**src/rtl/slc_pkg.sv**
```systemverilog
package slc_pkg;

  typedef enum logic [1:0] {
    MODE_OPEN = 2'd0,
    MODE_SOFT = 2'd1,
    MODE_HARD = 2'd2
  } lock_mode_t;

  localparam int STATUS_W     = 8;
  localparam int LOCK_POS     = 7;
  localparam int GLOB_HI      = 5;
  localparam int GLOB_LO      = 2;
  localparam int GLOB_W       = GLOB_HI - GLOB_LO + 1;
  localparam logic [GLOB_W-1:0] GLOB_SET_ALL = '1;
  localparam logic [GLOB_W-1:0] GLOB_CLR_ALL = '0;

endpackage

```
**src/rtl/slc_pin_sync.sv**
```systemverilog
module slc_pin_sync #(
  parameter int   STAGES  = 2,
  parameter logic RST_VAL = 1'b1
) (
  input  logic clk,
  input  logic rst,
  input  logic pin_in,
  output logic pin_sync
);

  logic [STAGES-1:0] chain_q;

  always_ff @(posedge clk) begin
    if (rst) chain_q <= {STAGES{RST_VAL}};
    else     chain_q <= {chain_q[STAGES-2:0], pin_in};
  end

  assign pin_sync = chain_q[STAGES-1];

  generate
    if (STAGES == 2) begin : g_chk
      AST_SYNC_TWO_EDGES: assert property (@(posedge clk) disable iff (rst)
        (!$past(rst) && !$past(rst, 2)) |-> (pin_sync == $past(pin_in, 2)))
        else $error("sync delay");
    end
  endgenerate

endmodule

```
**src/rtl/slc_mode_decode.sv**
```systemverilog
module slc_mode_decode
  import slc_pkg::*;
(
  input  logic       lock_q,
  input  logic       wp_sync,
  input  logic       req_prot,
  input  logic       req_unprot,
  input  logic       req_wrsr,
  output lock_mode_t mode,
  output logic       set_en,
  output logic       clr_en,
  output logic       glob_en,
  output logic       lock_we,
  output logic       drop_now
);

  logic sel_wrsr, sel_prot, sel_unprot;

  always_comb begin
    // arbitration: status write, then protect, then unprotect
    sel_wrsr   = req_wrsr;
    sel_prot   = req_prot & ~req_wrsr;
    sel_unprot = req_unprot & ~req_wrsr & ~req_prot;

    if (!lock_q)      mode = MODE_OPEN;
    else if (!wp_sync) mode = MODE_HARD;
    else              mode = MODE_SOFT;

    set_en   = 1'b0;
    clr_en   = 1'b0;
    glob_en  = 1'b0;
    lock_we  = 1'b0;
    drop_now = 1'b0;

    unique case (mode)
      MODE_OPEN: begin
        set_en  = sel_prot;
        clr_en  = sel_unprot;
        glob_en = sel_wrsr;
        lock_we = sel_wrsr;
      end
      MODE_SOFT: begin
        lock_we  = sel_wrsr;
        drop_now = sel_prot | sel_unprot;
      end
      MODE_HARD: begin
        drop_now = sel_wrsr | sel_prot | sel_unprot;
      end
      default: begin
        drop_now = 1'b0;
      end
    endcase
  end

endmodule

```
**src/rtl/slc_sector_bank.sv**
```systemverilog
module slc_sector_bank
  import slc_pkg::*;
#(
  parameter int NUM_SECTORS = 64,
  parameter int SECT_AW     = (NUM_SECTORS > 1) ? $clog2(NUM_SECTORS) : 1
) (
  input  logic                   clk,
  input  logic                   rst,
  input  logic                   set_en,
  input  logic                   clr_en,
  input  logic [SECT_AW-1:0]     idx,
  input  logic                   glob_en,
  input  logic [GLOB_W-1:0]      glob_code,
  output logic [NUM_SECTORS-1:0] prot_q
);

  logic glob_set, glob_clr;

  assign glob_set = glob_en && (glob_code == GLOB_SET_ALL);
  assign glob_clr = glob_en && (glob_code == GLOB_CLR_ALL);

  for (genvar i = 0; i < NUM_SECTORS; i++) begin : g_sect
    logic hit;
    assign hit = (idx == SECT_AW'(i));

    always_ff @(posedge clk) begin
      if (rst)                prot_q[i] <= 1'b1;
      else if (glob_set)      prot_q[i] <= 1'b1;
      else if (glob_clr)      prot_q[i] <= 1'b0;
      else if (set_en && hit) prot_q[i] <= 1'b1;
      else if (clr_en && hit) prot_q[i] <= 1'b0;
    end
  end

  AST_GLOBAL_SET: assert property (@(posedge clk) disable iff (rst)
    (glob_en && glob_code == GLOB_SET_ALL) |=> (&prot_q))
    else $error("global set");

  AST_GLOBAL_CLR: assert property (@(posedge clk) disable iff (rst)
    (glob_en && glob_code == GLOB_CLR_ALL) |=> (prot_q == '0))
    else $error("global clear");

  AST_IDLE_STABLE: assert property (@(posedge clk) disable iff (rst)
    (!set_en && !clr_en && !glob_en) |=> $stable(prot_q))
    else $error("bank moved while idle");

endmodule

```
**src/rtl/sector_lock_ctrl.sv**
```systemverilog
module sector_lock_ctrl
  import slc_pkg::*;
#(
  parameter int NUM_SECTORS = 64,
  parameter int SECT_AW     = (NUM_SECTORS > 1) ? $clog2(NUM_SECTORS) : 1,
  parameter int SYNC_STAGES = 2
) (
  input  logic                   clk,
  input  logic                   rst,
  input  logic                   wp_n,
  input  logic                   cmd_protect,
  input  logic                   cmd_unprotect,
  input  logic                   cmd_wr_status,
  input  logic [SECT_AW-1:0]     sector_addr,
  input  logic [STATUS_W-1:0]    status_data,
  output logic [NUM_SECTORS-1:0] sector_prot,
  output logic                   lock_bit,
  output logic                   cmd_ignored
);

  logic       wp_sync;
  lock_mode_t mode;
  logic       set_en, clr_en, glob_en, lock_we, drop_now;
  logic       lock_q, ign_q;
  logic       any_cmd;
  logic       unused_status;

  assign unused_status = ^{status_data[6], status_data[1:0]};
  assign any_cmd = cmd_protect | cmd_unprotect | cmd_wr_status;

  slc_pin_sync #(.STAGES(SYNC_STAGES), .RST_VAL(1'b1)) u_sync (
    .clk      (clk),
    .rst      (rst),
    .pin_in   (wp_n),
    .pin_sync (wp_sync)
  );

  slc_mode_decode u_mode (
    .lock_q     (lock_q),
    .wp_sync    (wp_sync),
    .req_prot   (cmd_protect),
    .req_unprot (cmd_unprotect),
    .req_wrsr   (cmd_wr_status),
    .mode       (mode),
    .set_en     (set_en),
    .clr_en     (clr_en),
    .glob_en    (glob_en),
    .lock_we    (lock_we),
    .drop_now   (drop_now)
  );

  slc_sector_bank #(.NUM_SECTORS(NUM_SECTORS), .SECT_AW(SECT_AW)) u_bank (
    .clk       (clk),
    .rst       (rst),
    .set_en    (set_en),
    .clr_en    (clr_en),
    .idx       (sector_addr),
    .glob_en   (glob_en),
    .glob_code (status_data[GLOB_HI:GLOB_LO]),
    .prot_q    (sector_prot)
  );

  always_ff @(posedge clk) begin
    if (rst) begin
      lock_q <= 1'b0;
      ign_q  <= 1'b0;
    end else begin
      if (lock_we) lock_q <= status_data[LOCK_POS];
      ign_q <= drop_now;
    end
  end

  assign lock_bit    = lock_q;
  assign cmd_ignored = ign_q;

  AST_RESET_STATE: assert property (@(posedge clk)
    $past(rst) |-> (&sector_prot && !lock_bit && !cmd_ignored))
    else $error("reset state");

  AST_HARD_FREEZE: assert property (@(posedge clk) disable iff (rst)
    (mode == MODE_HARD && any_cmd) |=> ($stable(sector_prot) && $stable(lock_bit)))
    else $error("hard lock leak");

  AST_SOFT_SECTORS: assert property (@(posedge clk) disable iff (rst)
    (mode == MODE_SOFT && any_cmd) |=> $stable(sector_prot))
    else $error("soft lock leak");

  AST_OPEN_LOCK_LOAD: assert property (@(posedge clk) disable iff (rst)
    (!lock_bit && cmd_wr_status) |=> (lock_bit == $past(status_data[LOCK_POS])))
    else $error("lock load");

  AST_HARD_NEEDS_PIN_LOW: assert property (@(posedge clk) disable iff (rst)
    (mode == MODE_HARD) |-> (lock_bit && !wp_sync))
    else $error("mode decode");

  AST_IGNORE_HAS_CAUSE: assert property (@(posedge clk) disable iff (rst)
    cmd_ignored |-> $past(any_cmd))
    else $error("spurious ignore");

endmodule

```
**config.mk**
```make
export PLATFORM = sky130hd
export DESIGN_NAME = sector_lock_ctrl
export DESIGN_NICKNAME = d
export VERILOG_FILES = /design/src/rtl/slc_pkg.sv /design/src/rtl/slc_pin_sync.sv /design/src/rtl/slc_mode_decode.sv /design/src/rtl/slc_sector_bank.sv /design/src/rtl/sector_lock_ctrl.sv
export SDC_FILE = /design/constraint.sdc
export NUM_CORES = 1
export LEC_CHECK = 0
export ABC_AREA = 1
export ABC_CLOCK_PERIOD_IN_PS = 1300
export BUFFER_PORTS_ARGS = -buffer_cell sky130_fd_sc_hd__buf_2
export CAP_MARGIN = 20
export CORE_ASPECT_RATIO = 0.8
export CORE_MARGIN = 1
export CORE_UTILIZATION = 49
export DETAILED_ROUTE_END_ITERATION = 6
export PLACE_DENSITY = 0.85
export SYNTH_ARGS = -nofsm -noshare
export SYNTH_HDL_FRONTEND = slang
export SYNTH_SLANG_ARGS = --single-unit
```
**constraint.sdc**
```tcl
create_clock -name clk -period 1.3 [get_ports clk]
set_input_delay 0.13 -clock clk [delete_from_list [all_inputs] [get_ports clk]]
set_output_delay 0.13 -clock clk [all_outputs]
set_load 0.03 [all_outputs]
```
==> out/results.tsv <==
stage	metric	value	unit
pwr	pwr dens	1050	mW/mm^2
synth	sequential fraction of the synthesis area	0.364	
clock_network	CTS tree	done	
sta	final setup fails	64	
run_status	failing checks	negative setup slack	
sta	Worst-Margin Slew	0.334	ns
sta	fmax	677	MHz
synth	area share of xor/xnor cells in the synthesized design	0	
layout	Final Util	0.636	
die	core box area	0.00739	mm^2
synth	Synth Area in Compound Gates	0.00669	
synth	Synth area leader	dfxtp_1	
place	GPL Wtd Cong	0.826	
place	worst slack at placement	-0.168	ns
run_status	status	finished with violations	
routing	Avg Vias per Cell	5.35	
sta	Hold Vio Cnt, Final	0	
sta	hold_ws	0.0522	ns
sta	Post-Route Setup TNS	-9.34	ns
pwr	Internal	3.51	mW
layout	fin cells	755	
sta	worst clock skew	0.00872	ns
pwr	Switch Pwr	1.40	mW
clock_network	CTS Buffer Depth	2	
global_route	antenna violations before repair	0	
sta	Slew Limit Fails	0	
clock_network	Clock Pin Slew Worst Setup and Hold Paths	0.07	ns
layout	Post-layout nets	666	
clock_network	clk_lat worst skew	0.37	ns
synth	synthesized area	0.00374	mm^2
pwr	combinational share of power	0.155	
synth	Yosys top cell area share	0.364	
routing	DRC viols	0	
worst_setup_path	WS Path Type	reg -> reg	
place	post-DP HPWL	6680	um
die	num rows	28	
job	max cap viols	0	
synth	most frequent cells after synthesis	nand2_1, nand3_1, dfxtp_1	
synth	Simple-Gate Fraction of Synth Area	0.536	
global_route	total congestion overflow	0	
synth	asr flop ratio synth	0	
worst_setup_path	Critical Path RT	1.56	ns
global_route	first-pass GRT wire length	16800	um
global_route	pin count of the biggest net entering global routing	53	
layout	Layout area overhead	25.8	%
layout	fraction of layout cells with a size suffix above 1	0.268	
sta	RSZ-0062 raised after global routing	true	
min_path	HP Class	in -> reg	
pwr	Lkg Pwr	2.39	nW
global_route	vias in the first global route	3643	
synth	Synth Warn #	0	
synth	number of synthesized flops with an enable pin	0	
global_route	GRT Util Overall	0.271	
synth	Post-Synth Adder-Cell Area	0.00335	
pwr	overall power	4.91	mW
synth	post-synthesis mux area share	0	
place	port bufs	82	
layout	Antenna Cells	0	
die	initial core utilization	0.506	
routing	Final ANT Viol Nets	0	
pwr	Max VDD drop	0.00118	V
routing	drt pass-1 iters	7	
pwr	power share of the sequential group	0.439	
routing	1st-iter DRT viols	317	
sta	min cycle time layout	1.48	ns
place	placed cell area	0.00435	mm^2
synth	Synth cell types	23	
die	die area	0.00799	mm^2
clock_network	clock sinks	68	
synth	top_reg_cell synth	dfxtp_1	
routing	final WL	10600	um
place	Placed Cells incl. Taps	730	
layout	Fillers	618	
die	IO Count	86	
worst_setup_path	CP Max Fanout	11	
die	height of the die	80.1	um
synth	Synth Area per Inst	6.66	um^2
clock_network	Root Buffer	clkbuf_8	
sta	Final period util	1.14	
pwr	clock power share	0.405	
layout	design area	0.00470	mm^2
worst_setup_path	WP data arrival	1.73	ns
synth	Post-Syn Instances	561	
worst_setup_path	critical path endpoint category	register	
clock_network	H-tree depth	3	
routing	Via Count	4036	
sta	Max-slew headroom	0.776	
routing	routed length per instance	14.0	um
synth	syn_nets	582	
die	Die Width	99.7	um
synth	synth top area cells	dfxtp_1, nand2_1, nand3_1, nor2_4, buf_2	
pwr	Sw Share	0.285	
synth	#FFs+latches synth	68	
synth	count leader, synth	nand2_1	
sta	final worst slack	-0.176	ns
synth	main combinational cell family by area after synthesis	simple AND/OR/NAND/NOR gates	
clock_network	CTS Buf Count	9	
worst_setup_path	Worst Setup Start Kind	register	
## kinds of logic (layout without fill, tap and decap cells)
logic type	after synthesis	after routing
DFF	68	68
adders and majority gates	1	1
buffers and inverters	54	143
and+or+nand+nor	434	434
AOI/OAI and AO/OA	4	4
## cells in the final DEF (no fill, tap or decap)
cell type and count:
a21oi_1 1, a21oi_4 1, a31oi_1 1, buf_12 12, buf_16 1, buf_2 82, buf_4 8, buf_6 3
bufinv_16 2, clkbuf_16 1, clkbuf_8 10, clkinv_2 1, clkinvlp_4 2, dfxtp_1 66, dfxtp_2 1, dfxtp_4 1
dlygate4sd3_1 2, ha_4 1, inv_1 8, inv_2 10, inv_4 1, nand2_1 268, nand2_2 4, nand2_4 8
nand3_1 118, nand3_2 2, nand3b_1 1, nand4_4 1, nor2_1 9, nor2_2 3, nor2_4 15, nor2_8 2
nor3_1 1, o21ai_0 1, or2_2 2
## power groups by stage
stage / logic, mW / clock network (mW) / registers, mW
floorplan: 0.396 / 0 / 2.29
global placement: 0.679 / 0 / 2.21
detailed placement: 0.701 / 0 / 2.21
CTS: 0.729 / 2.02 / 2.16
global route: 0.822 / 2.08 / 2.16
finish: 0.764 / 1.99 / 2.16
## final cells by class
cell class,instances,area [um^2],area share
Multi-Input combinational cell,439,2100,0.446
Sequential cell,68,1370,0.291
Timing Repair Buffer,109,817,0.174
Clock buffer,10,138,0.0293
Tap cell,105,131,0.0279
Clock inverter,6,86.3,0.0184
Inverter,18,67.6,0.0144
## final timing paths
kind,start,end,slack [ns],depth (start not counted)
setup / recovery,u_sync.chain_q[1]$_SDFF_PP1_,u_bank.prot_q[2]$_SDFFE_PP1P_,-0.18,9
hold / removal,rst,u_sync.chain_q[1]$_SDFF_PP1_,0.05,2
setup reg to reg,u_sync.chain_q[1]$_SDFF_PP1_,u_bank.prot_q[2]$_SDFFE_PP1P_,-0.18,9
hold reg to reg,u_sync.chain_q[0]$_SDFF_PP1_,u_sync.chain_q[1]$_SDFF_PP1_,0.42,1
## registers in the layout (all words and copies together) (netlist names)
name	cells
u_bank.prot_q	64
u_sync.chain_q	2
cmd_ignored	1
lock_bit	1
## worst max-delay path: stages, from the launching register on
cell and delay (ns):
dfxtp_2 0.33, inv_2 0.08, nand2_4 0.06, ha_4 0.17, nand2_1 0.08, inv_2 0.06
a21oi_4 0.20, buf_6 0.17, buf_12 0.14, nand2_1 0.07
## per-layer routing
metal,track usage,share of wire,vias up
li1,-,-,1950
met1,0.320,0.39,1865
met2,0.466,0.49,196
met3,0.0705,0.095,25
met4,0.113,0.019,0
met5,0,0,-
## timing repair
item / CTS / global route
pin swaps: 0 / 1
cloned: 1 / 2
gates resized for setup: 2 / 4
endpoints found under the hold margin: 2 / 0
setup buffers: 2 / 2
endpoints found under the setup margin: 64 / 64
hold buffers: 2 / 0
(Power assumes the default switching activity.)
